===== src/rtl/bds_pkg.sv =====
package bds_pkg;

  localparam int SLOT_W = 2;

  typedef logic [SLOT_W-1:0] slot_t;

  typedef enum logic [2:0] {
    NX_HOLD   = 3'd0,
    NX_SEQ    = 3'd1,
    NX_VEC    = 3'd2,
    NX_RESUME = 3'd3,
    NX_JUMP   = 3'd4
  } nx_sel_e;

  // Index 0 means "not in a slot" and always runs; slot 1 always runs;
  // later slots run only behind a taken branch.
  function automatic logic slot_runs(input slot_t idx, input logic taken);
    return (idx <= slot_t'(1)) || taken;
  endfunction

  function automatic slot_t slot_step(input slot_t idx, input slot_t last_idx);
    return (idx == last_idx) ? slot_t'(0) : slot_t'(idx + slot_t'(1));
  endfunction

endpackage


===== src/rtl/bds_pc_gen.sv =====
module bds_pc_gen
  import bds_pkg::*;
#(
  parameter int            AW       = 32,
  parameter logic [AW-1:0] RESET_PC = 'h100,
  parameter logic [AW-1:0] EXC_VEC  = 'h80,
  parameter int            STEP     = 4
) (
  input  logic          clk,
  input  logic          rst_n,
  input  nx_sel_e       sel,
  input  logic [AW-1:0] resume_pc,
  input  logic [AW-1:0] jump_pc,
  output logic [AW-1:0] pc
);

  function automatic logic [AW-1:0] seq_pc(input logic [AW-1:0] cur);
    return cur + AW'(STEP);
  endfunction

  logic [AW-1:0] pc_next;

  always_comb begin
    unique case (sel)
      NX_SEQ:    pc_next = seq_pc(pc);
      NX_VEC:    pc_next = EXC_VEC;
      NX_RESUME: pc_next = resume_pc;
      NX_JUMP:   pc_next = jump_pc;
      default:   pc_next = pc;
    endcase
  end

  always_ff @(posedge clk) begin
    if (!rst_n) pc <= RESET_PC;
    else        pc <= pc_next;
  end

endmodule


===== src/rtl/bds_slot_tracker.sv =====
module bds_slot_tracker
  import bds_pkg::*;
#(
  parameter int AW    = 32,
  parameter int NSLOT = 3
) (
  input  logic          clk,
  input  logic          rst_n,
  input  logic          adv,
  input  logic          start,
  input  logic          start_taken,
  input  logic [AW-1:0] start_target,
  input  logic          flush,
  input  logic          restore,
  input  slot_t         rs_idx,
  input  logic          rs_taken,
  input  logic [AW-1:0] rs_target,
  output slot_t         idx,
  output logic          taken,
  output logic [AW-1:0] target,
  output logic          last
);

  localparam slot_t LAST_IDX = slot_t'(NSLOT);

  assign last = (idx == LAST_IDX);

  always_ff @(posedge clk) begin
    if (!rst_n) begin
      idx    <= '0;
      taken  <= 1'b0;
      target <= '0;
    end else if (restore) begin
      idx    <= rs_idx;
      taken  <= rs_taken;
      target <= rs_target;
    end else if (flush) begin
      idx    <= '0;
      taken  <= 1'b0;
      target <= '0;
    end else if (start) begin
      idx    <= slot_t'(1);
      taken  <= start_taken;
      target <= start_target;
    end else if (adv && idx != '0) begin
      idx <= slot_step(idx, LAST_IDX);
      if (last) begin
        taken  <= 1'b0;
        target <= '0;
      end
    end
  end

endmodule


===== src/rtl/bds_exc_ctx.sv =====
module bds_exc_ctx
  import bds_pkg::*;
#(
  parameter int AW = 32
) (
  input  logic          clk,
  input  logic          rst_n,
  input  logic          cap,
  input  logic          release_ctx,
  input  logic [AW-1:0] cap_pc,
  input  slot_t         cap_idx,
  input  logic          cap_taken,
  input  logic [AW-1:0] cap_target,
  output logic          busy,
  output logic [AW-1:0] sv_pc,
  output slot_t         sv_idx,
  output logic          sv_taken,
  output logic [AW-1:0] sv_target
);

  logic open_slot;
  assign open_slot = (cap_idx != '0);

  always_ff @(posedge clk) begin
    if (!rst_n) begin
      busy      <= 1'b0;
      sv_pc     <= '0;
      sv_idx    <= '0;
      sv_taken  <= 1'b0;
      sv_target <= '0;
    end else if (cap) begin
      busy      <= 1'b1;
      sv_pc     <= cap_pc;
      sv_idx    <= cap_idx;
      sv_taken  <= open_slot & cap_taken;
      sv_target <= open_slot ? cap_target : '0;
    end else if (release_ctx) begin
      busy <= 1'b0;
    end
  end

endmodule


===== src/rtl/bds_sequencer.sv =====
module bds_sequencer
  import bds_pkg::*;
#(
  parameter int            AW       = 32,
  parameter int            NSLOT    = 3,
  parameter logic [AW-1:0] RESET_PC = 'h100,
  parameter logic [AW-1:0] EXC_VEC  = 'h80
) (
  input  logic          clk,
  input  logic          rst_n,
  input  logic          inst_valid,
  input  logic          br_dec,
  input  logic          br_taken,
  input  logic [AW-1:0] br_target,
  input  logic          ds_enable,
  input  logic          fault_fetch,
  input  logic          fault_exec,
  input  logic          eret,
  output logic [AW-1:0] fetch_pc,
  output logic [1:0]    slot_idx,
  output logic          exec_ok,
  output logic          annul,
  output logic          illegal_br,
  output logic          exc_take,
  output logic          in_handler,
  output logic [AW-1:0] sv_pc,
  output logic [1:0]    sv_idx,
  output logic          sv_taken,
  output logic [AW-1:0] sv_target
);

  localparam int STEP = 4;

  slot_t         cur_idx;
  logic          cur_taken;
  logic [AW-1:0] cur_target;
  logic          cur_last;
  slot_t         rs_idx;

  // Named internal events
  logic          in_slot;
  logic          slot_run;
  logic          branch_go;
  logic          slot_open;
  logic          slot_end;
  logic          eret_go;
  logic          adv;
  logic          bad_br;
  nx_sel_e       nx_sel;
  logic [AW-1:0] jump_pc;

  assign in_slot = (cur_idx != '0);

  generate
    if (NSLOT == 1) begin : g_one_slot
      assign slot_run = 1'b1;
    end else begin : g_multi_slot
      assign slot_run = slot_runs(cur_idx, cur_taken);
    end
  endgenerate

  assign exc_take   = inst_valid && (fault_fetch || fault_exec) && slot_run && !in_handler;
  assign eret_go    = inst_valid && eret && in_handler && slot_run;
  assign bad_br     = inst_valid && br_dec && in_slot && !exc_take && !eret_go;
  assign branch_go  = inst_valid && br_dec && !in_slot && !exc_take && !eret_go;
  assign slot_open  = branch_go && ds_enable;
  assign adv        = inst_valid && !exc_take && !eret_go;
  assign slot_end   = in_slot && cur_last && adv;

  assign exec_ok    = inst_valid && slot_run && !exc_take && !bad_br;
  assign annul      = inst_valid && !exc_take && (!slot_run || bad_br);
  assign illegal_br = bad_br;
  assign slot_idx   = cur_idx;

  assign jump_pc = in_slot ? cur_target : br_target;

  always_comb begin
    if (!inst_valid)                              nx_sel = NX_HOLD;
    else if (exc_take)                            nx_sel = NX_VEC;
    else if (eret_go)                             nx_sel = NX_RESUME;
    else if (branch_go && !ds_enable && br_taken) nx_sel = NX_JUMP;
    else if (slot_end && cur_taken)               nx_sel = NX_JUMP;
    else                                          nx_sel = NX_SEQ;
  end

  bds_pc_gen #(
    .AW(AW), .RESET_PC(RESET_PC), .EXC_VEC(EXC_VEC), .STEP(STEP)
  ) u_pc (
    .clk(clk), .rst_n(rst_n), .sel(nx_sel),
    .resume_pc(sv_pc), .jump_pc(jump_pc), .pc(fetch_pc)
  );

  assign rs_idx = slot_t'(sv_idx);

  bds_slot_tracker #(.AW(AW), .NSLOT(NSLOT)) u_slots (
    .clk(clk), .rst_n(rst_n), .adv(adv),
    .start(slot_open), .start_taken(br_taken), .start_target(br_target),
    .flush(exc_take), .restore(eret_go),
    .rs_idx(rs_idx), .rs_taken(sv_taken), .rs_target(sv_target),
    .idx(cur_idx), .taken(cur_taken), .target(cur_target), .last(cur_last)
  );

  slot_t sv_idx_w;

  bds_exc_ctx #(.AW(AW)) u_ctx (
    .clk(clk), .rst_n(rst_n), .cap(exc_take), .release_ctx(eret_go),
    .cap_pc(fetch_pc), .cap_idx(cur_idx), .cap_taken(cur_taken),
    .cap_target(cur_target), .busy(in_handler),
    .sv_pc(sv_pc), .sv_idx(sv_idx_w), .sv_taken(sv_taken), .sv_target(sv_target)
  );

  assign sv_idx = sv_idx_w;

endmodule


===== config.mk =====
export PLATFORM = sky130hd
export DESIGN_NAME = bds_sequencer
export DESIGN_NICKNAME = d
export VERILOG_FILES = /design/src/rtl/bds_pkg.sv /design/src/rtl/bds_pc_gen.sv /design/src/rtl/bds_slot_tracker.sv /design/src/rtl/bds_exc_ctx.sv /design/src/rtl/bds_sequencer.sv
export SDC_FILE = /design/constraint.sdc
export NUM_CORES = 1
export LEC_CHECK = 0
export ABC_AREA = 1
export BUFFER_PORTS_ARGS = -buffer_cell sky130_fd_sc_hd__buf_2
export CORE_MARGIN = 2
export CORE_UTILIZATION = 51
export CTS_BUF_LIST = sky130_fd_sc_hd__clkbuf_4 sky130_fd_sc_hd__clkbuf_8
export CTS_CLUSTER_SIZE = 12
export DETAILED_ROUTE_END_ITERATION = 16
export PLACE_DENSITY = 0.84
export RECOVER_POWER = 100
export SETUP_SLACK_MARGIN = 0.15
export SLEW_MARGIN = 20
export SYNTH_ARGS = -nofsm -noshare
export SYNTH_HDL_FRONTEND = slang
export SYNTH_SLANG_ARGS = --single-unit

===== constraint.sdc =====
create_clock -name clk -period 1.95 [get_ports clk]
set_input_delay 0.0975 -clock clk [delete_from_list [all_inputs] [get_ports clk]]
set_output_delay 0.0975 -clock clk [all_outputs]
set_load 0.05 [all_outputs]

==> results of run 1 <==
==> worst max-delay path, cell delays in order (launching register included) <==
cell and delay [ns]:
dfxtp_4 0.36, inv_4 0.04, ha_4 0.14, inv_2 0.05, nand3_4 0.12, nand3_4 0.16
inv_6 0.06, nor2_4 0.11, inv_2 0.06, buf_4 0.13, buf_4 0.13, nor2_4 0.08
buf_6 0.16
==> per-stage QoR <==
| step | util | instance area, µm² | setup TNS, ns | setup slack (ns) |
|---|---|---|---|---|
| floorplan | - | 7030 | 0 | 0.0895 |
| global placement | 0.603 | 8020 | 0 | 0.126 |
| detailed placement | 0.603 | 8020 | 0 | 0.0563 |
| CTS | 0.678 | 9020 | -3.77 | -0.153 |
| global route | 0.683 | 9090 | -15.28 | -0.295 |
| finish | 0.683 | 9090 | -9.10 | -0.216 |
==> per-layer routing <==
metal,GRT usage,up-vias,share of wire
li1,-,3747,-
met1,0.433,3678,0.41
met2,0.509,456,0.46
met3,0.0695,71,0.094
met4,0.113,0,0.032
met5,0,-,0
==> area by class of cell <==
class / instances / area, µm² / area share
multi-input combinational: 792 / 3980 / 0.438
sequential: 135 / 2720 / 0.299
timing repair buffer: 206 / 1480 / 0.162
inverter: 80 / 312 / 0.0343
clock buffer: 21 / 283 / 0.0311
tap: 176 / 220 / 0.0242
clock inverter: 11 / 100 / 0.0110
==> power by group <==
group	switching, mW	leakage, nW	total, mW	internal [mW]
registers	0.278	1.11	3.32	3.04
logic	2.57	2.21	3.73	1.17
clock network	1.13	0.195	2.25	1.12
total	3.97	3.51	9.30	5.33
==> cell families after synthesis <==
kind of cell,Yosys count,synth area share
compound gates,243,0.188
xor+xnor,15,0.0188
fa+ha+maj,5,0.00897
buf+inv,140,0.0810
flops,135,0.387
simple gates,529,0.315
==> what timing repair did <==
action / CTS / global route
buffers inserted: 17 / 4
gates resized for setup: 62 / 40
gates cloned: 10 / 0
setup endpoints to repair: 44 / 71
pin swaps: 7 / 10
==> how the worst max path moves through the flow <==
stage	end	slack [ns]	from	cells past startpoint
after floorplan	u_slots.target[14]	0.09	u_slots.idx[1]	12
after global placement	u_slots.target[0]	0.13	u_slots.idx[1]	12
after detailed placement	u_slots.target[0]	0.06	u_slots.idx[1]	12
after CTS	exec_ok	-0.15	u_slots.idx[1]	13
after global routing	u_pc.pc[3]	-0.30	u_slots.idx[1]	13
final	illegal_br	-0.22	u_slots.idx[1]	12
==> sequential cells by signal, summed over array words and instances, names as in the netlist <==
register / flops
u_ctx.sv_pc: 32
u_ctx.sv_target: 32
u_pc.pc: 32
u_slots.target: 32
u_ctx.sv_idx: 2
u_slots.idx: 2
u_ctx.busy: 1
u_ctx.sv_taken: 1
u_slots.taken: 1
==> synthesized netlist by cell type <==
cell type / instances
nor2_4: 1
nand2_2: 21
inv_2: 2
nor2_1: 186
buf_1: 12
buf_6: 3
nand4_1: 3
dfxtp_1: 135
nand2_1: 263
o211ai_1: 1
nand3_4: 2
nor2_2: 1
buf_2: 14
inv_1: 76
a21oi_1: 118
a21oi_4: 1
clkinv_1: 2
nand2_4: 1
o21ai_0: 99
xor2_1: 8
clkbuf_1: 31
o21a_1: 4
ha_1: 5
nand3_1: 38
nand3b_1: 12
xnor2_1: 7
a21oi_2: 20
nand4_4: 1
==> results.md, run 1 <==
- Status: complete, but fails checks
- Failing checks: setup timing
- Most frequent cells in the layout: nand2_1 (255), nor2_1 (151), dfxtp_1 (126)
- FF+latch count, synth: 135
- Max Fclk: 0.462 GHz
- Avg Cell Area, Syn: 6.54 µm²
- Area grow syn2layout: 30.2%
- Maximum clock insertion buffer count: 2
- 1st-iter DRT viols: 954
- CTS tree: yes
- Min-delay worst type: in2reg
- Cells after Synth: 1,067
- Worst-path fanout max: 3
- Filler instances: 1,147
- GRT overflow: 0
- Largest area contributor in the netlist: dfxtp_1
- Tot GR Track Use: 0.322
- Final worst path period need: 2.17 ns
- Row count: 42
- RSZ-0062 raised after global routing: yes
- DR WL/cell: 16.8 µm
- WS Path Type: reg2out
- Io pins: 147
- RR Endpoint: u_slots.target[11]
- Leak: 3.51 nW
- Syn. warnings: 0
- Final setup margin: -0.216 ns
- Fin. Hold Viols: 0
- Vias per inst: 5.60
- First-pass GRT wire length: 37,200 µm
- Antenna cells: 0
- Hold_sp: br_target[0]
- Number of remaining DRC errors: 0
- Share of cells above drive strength 1: 0.209
- Reg2reg path depth: 16
- Largest net degree at the start of global routing: 100
- Cell area after synthesis: 0.00698 mm²
- Clock transition at path regs: 0.08 ns
- CTS Root Cell: clkbuf_8
- Num CTS Buffers: 17
- Arr. time, crit path: 2.07 ns
- Vias in the first global route: 7,304
- Final period utilization: 1.11
- Slew margin rel.: 0.538
- Yosys top cell area share: 0.387
- Peak VDD IR: 0.821 mV
- Critical Path Sink Type: primary output
- # port buffers: 146
- Slew Limit Fails: 0
- CTS Hold Bufs: 0
- Chip Height: 121 µm
- Hold path cells: 5
- Reg-to-Reg Start: u_slots.idx[1]
- Endpoint, Worst Hold: u_slots.target[0]
- Synth top area cells: dfxtp_1 (39%), nand2_1 (14%), nor2_1 (10%)
- Max-Cap Viols: 0
- Crit path launch type: flip-flop
- Number of library cell types mapped by synthesis: 28
- Synthesized Nets: 1,113
- Detailed-route via count: 7,952
- Clock sinks: 135
- Worst clock skew: 0.0141 ns
- Final setup viols: 71
- Drt first pass iters: 5
- CTS H-tree lvls: 4
- Placed Cells: 1,358
- Pwr/cell area: 1020 mW/mm²
- Total chip power: 9.30 mW
- DP HPWL: 14,600 µm
- Die W: 121 µm
- Critical path required time: 1.85 ns
- Nets: 1,278
- Initial antenna violation count: 0
- Non-Filler Instances: 1,421
- Worst Hold Margin: 0.0343 ns
- Full die area: 0.0146 mm²
- Detailed Route WL: 23,900 µm
- Core region area: 0.0133 mm²
- Least-Margin Pin Slew: 0.697 ns
- Skew-Pair Late Insertion Delay: 0.46 ns
- Commonest non-fill, non-tap cell in the layout: nand2_1
- Gp weighted congestion: 0.959
- Initial Util: 0.525
- Post-route ant nets: 0
- Sequential area share after synthesis: 0.387
- Reg2reg setup slack: -0.18 ns
Note: power is estimated with default switching activity, not from simulation.
==> run 2, diff against run 1 <==
- CELL_PAD_IN_SITES_DETAIL_PLACEMENT: not set -> 0
- CELL_PAD_IN_SITES_GLOBAL_PLACEMENT: not set -> 1
- CORE_UTILIZATION: 51 -> 36
- PLACE_DENSITY: 0.84 -> 0.85
==> run 2 against run 1 <==
The run still ends with setup timing left; highest routed layer unchanged; largest power group unchanged; clock-buffer cell count fell by 1; largest cell class unchanged; sequential power is essentially flat; core utilization shrank 14 points; combinational power increased by 27%; clock skew about the same; clock power up 16%; sequential share of layout area decreased by 3.6 points.
==> results.md, run 2 (same netlist as run 1, synthesis figures left out) <==
- Min-delay worst type: in2reg
- Sw power: 4.49 mW (+13%)
- Max-Cap Viols: 0 (unchanged)
- Cell Chain, Critical Path: inv_4 > buf_4 > ha_1 > inv_2 > nor2_2 > buf_4 > nand4_4 > buf_6 > buf_8 > buf_12 > buf_16 > nor2_4 > a21oi_2 > a21oi_1
- Filler instances: 1,768 (+54%)
- CTS Root Cell: clkbuf_8
- Final period utilization: 1.07 (-0.0379)
- Final worst path period need: 2.09 ns (-0.0740 ns)
- Nets: 1,322 (+3.4%)
- Detailed-route via count: 8,037 (+1.1%)
- Post-route ant nets: 0 (unchanged)
- Slew Limit Fails: 0 (unchanged)
- Worst path bufs/invs: 8 (+1)
- Clock sinks: 135 (unchanged)
- Most frequent cells in the layout: nand2_1 (230), nor2_1 (141), dfxtp_1 (126)
- # port buffers: 146 (unchanged)
- Footprint of the multi-input gates: 0.00443 mm² (+11%)
- Full die area: 0.0205 mm² (+40%)
- Slowest stage delay, CP: 0.36 ns (about the same)
- Placed Cells: 1,453 (+7.0%)
- Met2 usage: 0.434 (-0.0750)
- Clock transition at path regs: 0.08 ns (about the same)
- Vias per inst: 5.19 (-7.3%)
- Core region area: 0.0189 mm² (+42%)
- Internal Power: 6.17 mW (+16%)
- Num CTS Buffers: 17 (unchanged)
- Tot GR Track Use: 0.270 (-0.0513)
- Detailed Route WL: 27,900 µm (+17%)
- Vias in the first global route: 7,447 (+2.0%)
- Failing checks: setup timing
- Largest net degree at the start of global routing: 67 (-33%)
- Initial Util: 0.369 (-0.156)
- Busiest grt layer: met2
- Number of remaining DRC errors: 0 (unchanged)
- Io pins: 147 (unchanged)
- Fin. Hold Viols: 0 (unchanged)
- Drt first pass iters: 5 (unchanged)
- Max Fclk: 0.478 GHz (+3.5%)
- Clock Power Share: 0.244 (+0.002)
- Flop pwr share: 0.311 (-0.046)
- GRT overflow: 0 (unchanged)
- Critical Path Sink Type: flip-flop
- Arr. time, crit path: 2.47 ns (+0.40 ns)
- CTS H-tree lvls: 4 (unchanged)
- Non-Filler Instances: 1,549 (+9.0%)
- Final setup viols: 69 (-2.8%)
- Leak: 4.19 nW (+19%)
- Share of cells above drive strength 1: 0.299 (+0.0898)
- Antenna cells: 0 (unchanged)
- DP HPWL: 16,000 µm (+9.5%)
- Least-Margin Pin Slew: 0.780 ns (+0.0833 ns)
- Worst clock skew: 0.0139 ns (-0.000143 ns)
- Chip Height: 143 µm (+18%)
- Row count: 50 (+19%)
- Crit path launch type: flip-flop
- Area grow syn2layout: 47.9%
- Reg2reg setup slack: -0.14 ns (+0.04 ns)
- Initial antenna violation count: 0 (unchanged)
- Cell family with most CP delay: buffers and inverters
- Maximum clock insertion buffer count: 2 (unchanged)
- Worst-path fanout max: 4 (+1)
- Switch share: 0.421 (-0.00560)
- Gp weighted congestion: 0.903 (-5.9%)
- Status: complete, but fails checks
- Commonest non-fill, non-tap cell in the layout: nand2_1
- Slew margin rel.: 0.480 (-0.0575)
- WS Path Type: reg2reg
- First-pass GRT wire length: 42,400 µm (+14%)
- Peak VDD IR: 0.552 mV (-33%)
- Final setup margin: -0.142 ns (+0.0740 ns)
- CTS tree: yes
- DR WL/cell: 18.0 µm (+7.1%)
- Die W: 143 µm (+18%)
- Global routing usage on met3: 0.0439 (-0.0256)
- DP Worst Slack: 0.0706 ns (+0.0143 ns)
- GRT met1 Usage: 0.362 (-0.0704)
- FF+latch area: 0.00272 mm² (unchanged)
- Combinational Power Share: 0.445 (+0.044)
- RSZ-0062 raised after global routing: yes
- 1st-iter DRT viols: 609 (-36%)
- Critical-path top delay cell: dfxtp_4
- Pwr/cell area: 1030 mW/mm² (+0.91%)
- Worst Hold Margin: 0.0375 ns (+0.00323 ns)
- Skew-Pair Late Insertion Delay: 0.45 ns (about the same)
- Crit path top cell by count: buf_4
- Critical path required time: 2.33 ns (+0.48 ns)
==> run 2: cell count changes in the layout (fill, tap and decap cells not counted), sizes merged <==
cell	change
clkinv	-4
bufinv	+3
inv	+1
clkinvlp	+1
buf	+45
bufbuf	-3
clkbuf	+1
==> run 2: power by group through the flow <==
stage / combinational (mW) / clock (mW) / sequential [mW]
detailed placement: 3.16 / 0 / 3.36
floorplan: 1.46 / 0 / 4.12
global route: 4.96 / 2.73 / 3.35
global placement: 3.14 / 0 / 3.36
CTS: 4.45 / 2.62 / 3.29
finish: 4.74 / 2.60 / 3.32
==> run 2: repair_timing <==
action,CTS,global route
hold buffers,0,0
pin swaps,66,41
resized for setup,180,97
setup endpoints to repair,67,123
cloned,19,2
buffers inserted,36,8
==> run 2: worst paths after layout <==
| kind | startpoint | end | cells past startpoint |
|---|---|---|---|
| max | u_slots.idx[1] | u_slots.target[4] | 14 |
| min | br_target[14] | u_slots.target[14] | 5 |
| min reg2reg | u_slots.target[22] | u_slots.target[22] | 2 |
| max reg2reg | u_slots.idx[1] | u_slots.target[4] | 14 |
==> run 2: layout make-up <==
class | instances | share of cell area
clock inverters | 12 | 0.0171
well taps | 260 | 0.0315
inverters | 80 | 0.0302
flip-flops and latches | 135 | 0.264
multi-input cells | 792 | 0.429
repair buffers | 250 | 0.203
clock buffers | 20 | 0.0249
==> run 2: layer usage <==
layer / vias up / part of all wire / routed length, µm
met5: - / 0 / 0
met4: 0 / 0.039 / 1080
met3: 72 / 0.059 / 1640
met2: 335 / 0.47 / 13000
met1: 3786 / 0.44 / 12200
li1: 3844 / - / -
==> run 2: metrics by stage <==
step | area [µm²] | setup TNS [ns] | power, mW | util
6_report | 10300 | -6.52 | 10.7 | 0.546
5_1_grt | 10300 | -13.45 | 11.0 | 0.546
4_1_cts | 10100 | -1.04 | 10.4 | 0.534
3_5_place_dp | 8200 | 0 | 6.52 | 0.434
3_3_place_gp | 8200 | 0 | 6.50 | 0.434
2_1_floorplan | 7030 | 0 | 5.59 | -
==> run 2: worst reg2reg max path: cells and delay by family, from the launching register on <==
family | cells | cell delay (ns)
buffers and inverters | 8 | 0.94
DFF | 1 | 0.36
AOI/OAI and AO/OA | 2 | 0.21
and+or+nand+nor | 3 | 0.34
adders and majority gates | 1 | 0.18
==> run 3, diff against run 2 <==
- HOLD_SLACK_MARGIN: not set -> 0.05
- SETUP_SLACK_MARGIN: 0.15 -> 0.02
==> run 3 against run 2 <==
Routed wire length fell by 13%; clock-buffer cell count did not move; die area did not move; register-to-register slack improved by 0.09 ns; combinational power fell by 24%; non-clock buffer count fell by 20; clock skew barely moved; via count fell by 5.6%; power fell by 12%; critical path depth fell by 5; the run still ends with setup timing left.
==> results.md, run 3 (same netlist as run 1, synthesis figures left out) <==
- Status: complete, but fails checks
- Failing checks: setup timing
- Final setup margin: -0.160 ns (-0.0182 ns)
- Die W: 143 µm (unchanged)
- Critical path required time: 1.85 ns (-0.48 ns)
- Critical-path top delay cell: dfxtp_4
- Peak VDD IR: 0.588 mV (+6.6%)
- Clock Power Share: 0.265 (+0.021)
- Io pins: 147 (unchanged)
- Detailed Route WL: 24,400 µm (-13%)
- Fin Setup TNS: -0.722 ns (+5.80 ns)
- Reg2reg path depth: 15 (+1)
- Final setup viols: 21 (-70%)
- Crit path top cell by count: nand3_4
- Arr. time, crit path: 2.01 ns (-0.46 ns)
- Antenna cells: 0 (unchanged)
- Drt first pass iters: 5 (unchanged)
- Max-Cap Viols: 0 (unchanged)
- Final worst path period need: 2.11 ns (+0.0182 ns)
- Slew Limit Fails: 0 (unchanged)
- Worst path bufs/invs: 4 (-4)
- # port buffers: 146 (unchanged)
- Non-Filler Instances: 1,528 (-1.4%)
- Post-DP Area: 0.00819 mm² (-0.12%)
- Nets: 1,302 (-1.5%)
- Pwr/cell area: 1020 mW/mm² (-1.2%)
- Leak: 3.59 nW (-14%)
- Sw power: 3.94 mW (-12%)
- WS Path Type: reg2out
- Vias in the first global route: 6,788 (-8.8%)
- Switch share: 0.419 (-0.00248)
- Skew-Pair Late Insertion Delay: 0.46 ns (about the same)
- Clock sinks: 135 (unchanged)
- Largest net degree at the start of global routing: 100 (+49%)
- Cell family with most CP delay: simple AND/OR/NAND/NOR gates
- GRT overflow: 0 (unchanged)
- Min-delay worst type: in2reg
- Worst Setup EP: annul
- RR Endpoint: u_pc.pc[16]
- 1st-iter DRT viols: 519 (-15%)
- Fin area: 0.00920 mm² (-11%)
- Share of cells above drive strength 1: 0.174 (-0.124)
- Reg2reg setup slack: -0.05 ns (+0.09 ns)
- Maximum clock insertion buffer count: 2 (unchanged)
- Fin. Hold Viols: 0 (unchanged)
- Slew margin rel.: 0.536 (+0.0559)
- Combinational Power Share: 0.385 (-0.060)
- Initial Util: 0.369 (unchanged)
- Commonest non-fill, non-tap cell in the layout: nand2_1
- Area grow syn2layout: 31.8%
- Worst clock skew: 0.0140 ns (+0.000127 ns)
- First-pass GRT wire length: 35,900 µm (-15%)
- Chip Height: 143 µm (unchanged)
- Tot GR Track Use: 0.224 (-0.0459)
- Crit path launch type: flip-flop
- Internal Power: 5.46 mW (-11%)
- Reg-to-Reg Start: u_slots.idx[1]
- CTS tree: yes
- Least-Margin Pin Slew: 0.699 ns (-0.0808 ns)
- DR WL/cell: 15.9 µm (-11%)
- Max Fclk: 0.474 GHz (-0.86%)
- Placed Cells: 1,451 (-0.14%)
- Hold path cells: 5 (unchanged)
- Detailed-route via count: 7,585 (-5.6%)
- Most frequent cells in the layout: nand2_1 (251), nor2_1 (183), dfxtp_1 (130)
- Worst Hold Margin: 0.0707 ns (+0.0332 ns)
- CTS Root Cell: clkbuf_8
- DP HPWL: 15,700 µm (-1.9%)
- Full die area: 0.0205 mm² (unchanged)
- Number of remaining DRC errors: 0 (unchanged)
- Worst-path fanout max: 17 (+13)
- Stages on the worst setup path: 9 (-5)
- Gp weighted congestion: 0.920 (+1.9%)
- RSZ-0062 raised after global routing: yes
- Core region area: 0.0189 mm² (unchanged)
- Vias per inst: 4.96 (-4.3%)
- Filler instances: 2,010 (+14%)
- Clock transition at path regs: 0.08 ns (about the same)
- Cell Chain, Critical Path: inv_4 > ha_4 > inv_2 > nand3_4 > nand3_4 > buf_6 > nand2_1 > nor2_4 > buf_4
- Crit path launch: u_slots.idx[1]
- Fin util: 0.487 (-0.0591)
- Final period utilization: 1.08 (+0.00935)
- Post-route ant nets: 0 (unchanged)
- Row count: 50 (unchanged)
- Num CTS Buffers: 17 (unchanged)
- Critical Path Sink Type: primary output
- CTS H-tree lvls: 4 (unchanged)
- Slowest stage delay, CP: 0.36 ns (about the same)
- Initial antenna violation count: 0 (unchanged)
- Flop pwr share: 0.350 (+0.039)
run 3: cell types whose count changed in the layout (fill, tap and decap cells not counted), moves of 21 or more:
cell	change
a21oi_2	-21
nand3_1	+21
nand3_2	-21
nand2_1	+21
dlygate4sd3_1	+27
o21ai_0	+27
nor2_4	-22
a21oi_1	+22
nor2_1	+42
run 3: worst min-delay path by stage:
stage,slack [ns],to,startpoint
after CTS,0.05,u_slots.target[3],br_target[3]
after global placement,0.45,u_slots.target[11],u_slots.target[11]
final,0.07,u_slots.target[13],br_target[13]
after global routing,0.08,u_slots.target[25],br_target[25]
after floorplan,0.40,u_slots.target[10],br_target[10]
after detailed placement,0.45,u_slots.target[3],u_slots.target[3]
run 3: repair_timing:
| item | in CTS | in global routing |
|---|---|---|
| setup endpoints to repair | 4 | 71 |
| buffers inserted | 5 | 7 |
| resized for setup | 20 | 33 |
| pin swaps | 4 | 14 |
| cloned | 0 | 9 |
| hold endpoints to repair | 39 | 0 |
| hold buffers | 27 | 0 |
run 3: per-stage QoR:
step | setup slack, ns | total power, mW
after floorplan | 0.0412 | 5.57
after global placement | 0.0995 | 6.49
after detailed placement | 0.0579 | 6.50
after CTS | -0.198 | 9.13
after global routing | -0.268 | 9.84
final | -0.160 | 9.39
run 3: worst register-to-register path, cell delays in order, from the launching register on:
cell       delay, ns
dfxtp_4         0.36
inv_4           0.06
ha_4            0.11
inv_2           0.04
nand3_4         0.08
nand3_4         0.13
buf_4           0.16
buf_4           0.13
nand4_1         0.08
buf_6           0.14
nand2_8         0.08
clkbuf_16       0.18
nand2_1         0.08
nand3_1         0.09
nor2_1          0.12
nor2_1          0.04
run 3: layout make-up:
type	instances	area [µm²]	share of cell area
clock buffer	20	269	0.0292
clock inverter	11	150	0.0163
inverter	80	309	0.0336
multi-input combinational	792	3840	0.417
sequential	135	2710	0.295
tap	260	325	0.0354
timing repair buffer	230	1590	0.173
run 3: routing by layer:
metal / GRT usage / vias up / part of all wire
li1: - / 3784 / -
met1: 0.322 / 3483 / 0.47
met2: 0.333 / 280 / 0.44
met3: 0.0553 / 38 / 0.076
met4: 0.0635 / 0 / 0.020
met5: 0 / - / 0
run 3: power groups by stage:
stage          combinational, mW  sequential [mW]  clock [mW]
4_1_cts                     3.31             3.28        2.53
6_report                    3.61             3.29        2.49
3_5_place_dp                3.16             3.34           0
3_3_place_gp                3.15             3.34           0
5_1_grt                     3.85             3.33        2.66
2_1_floorplan               1.45             4.12           0
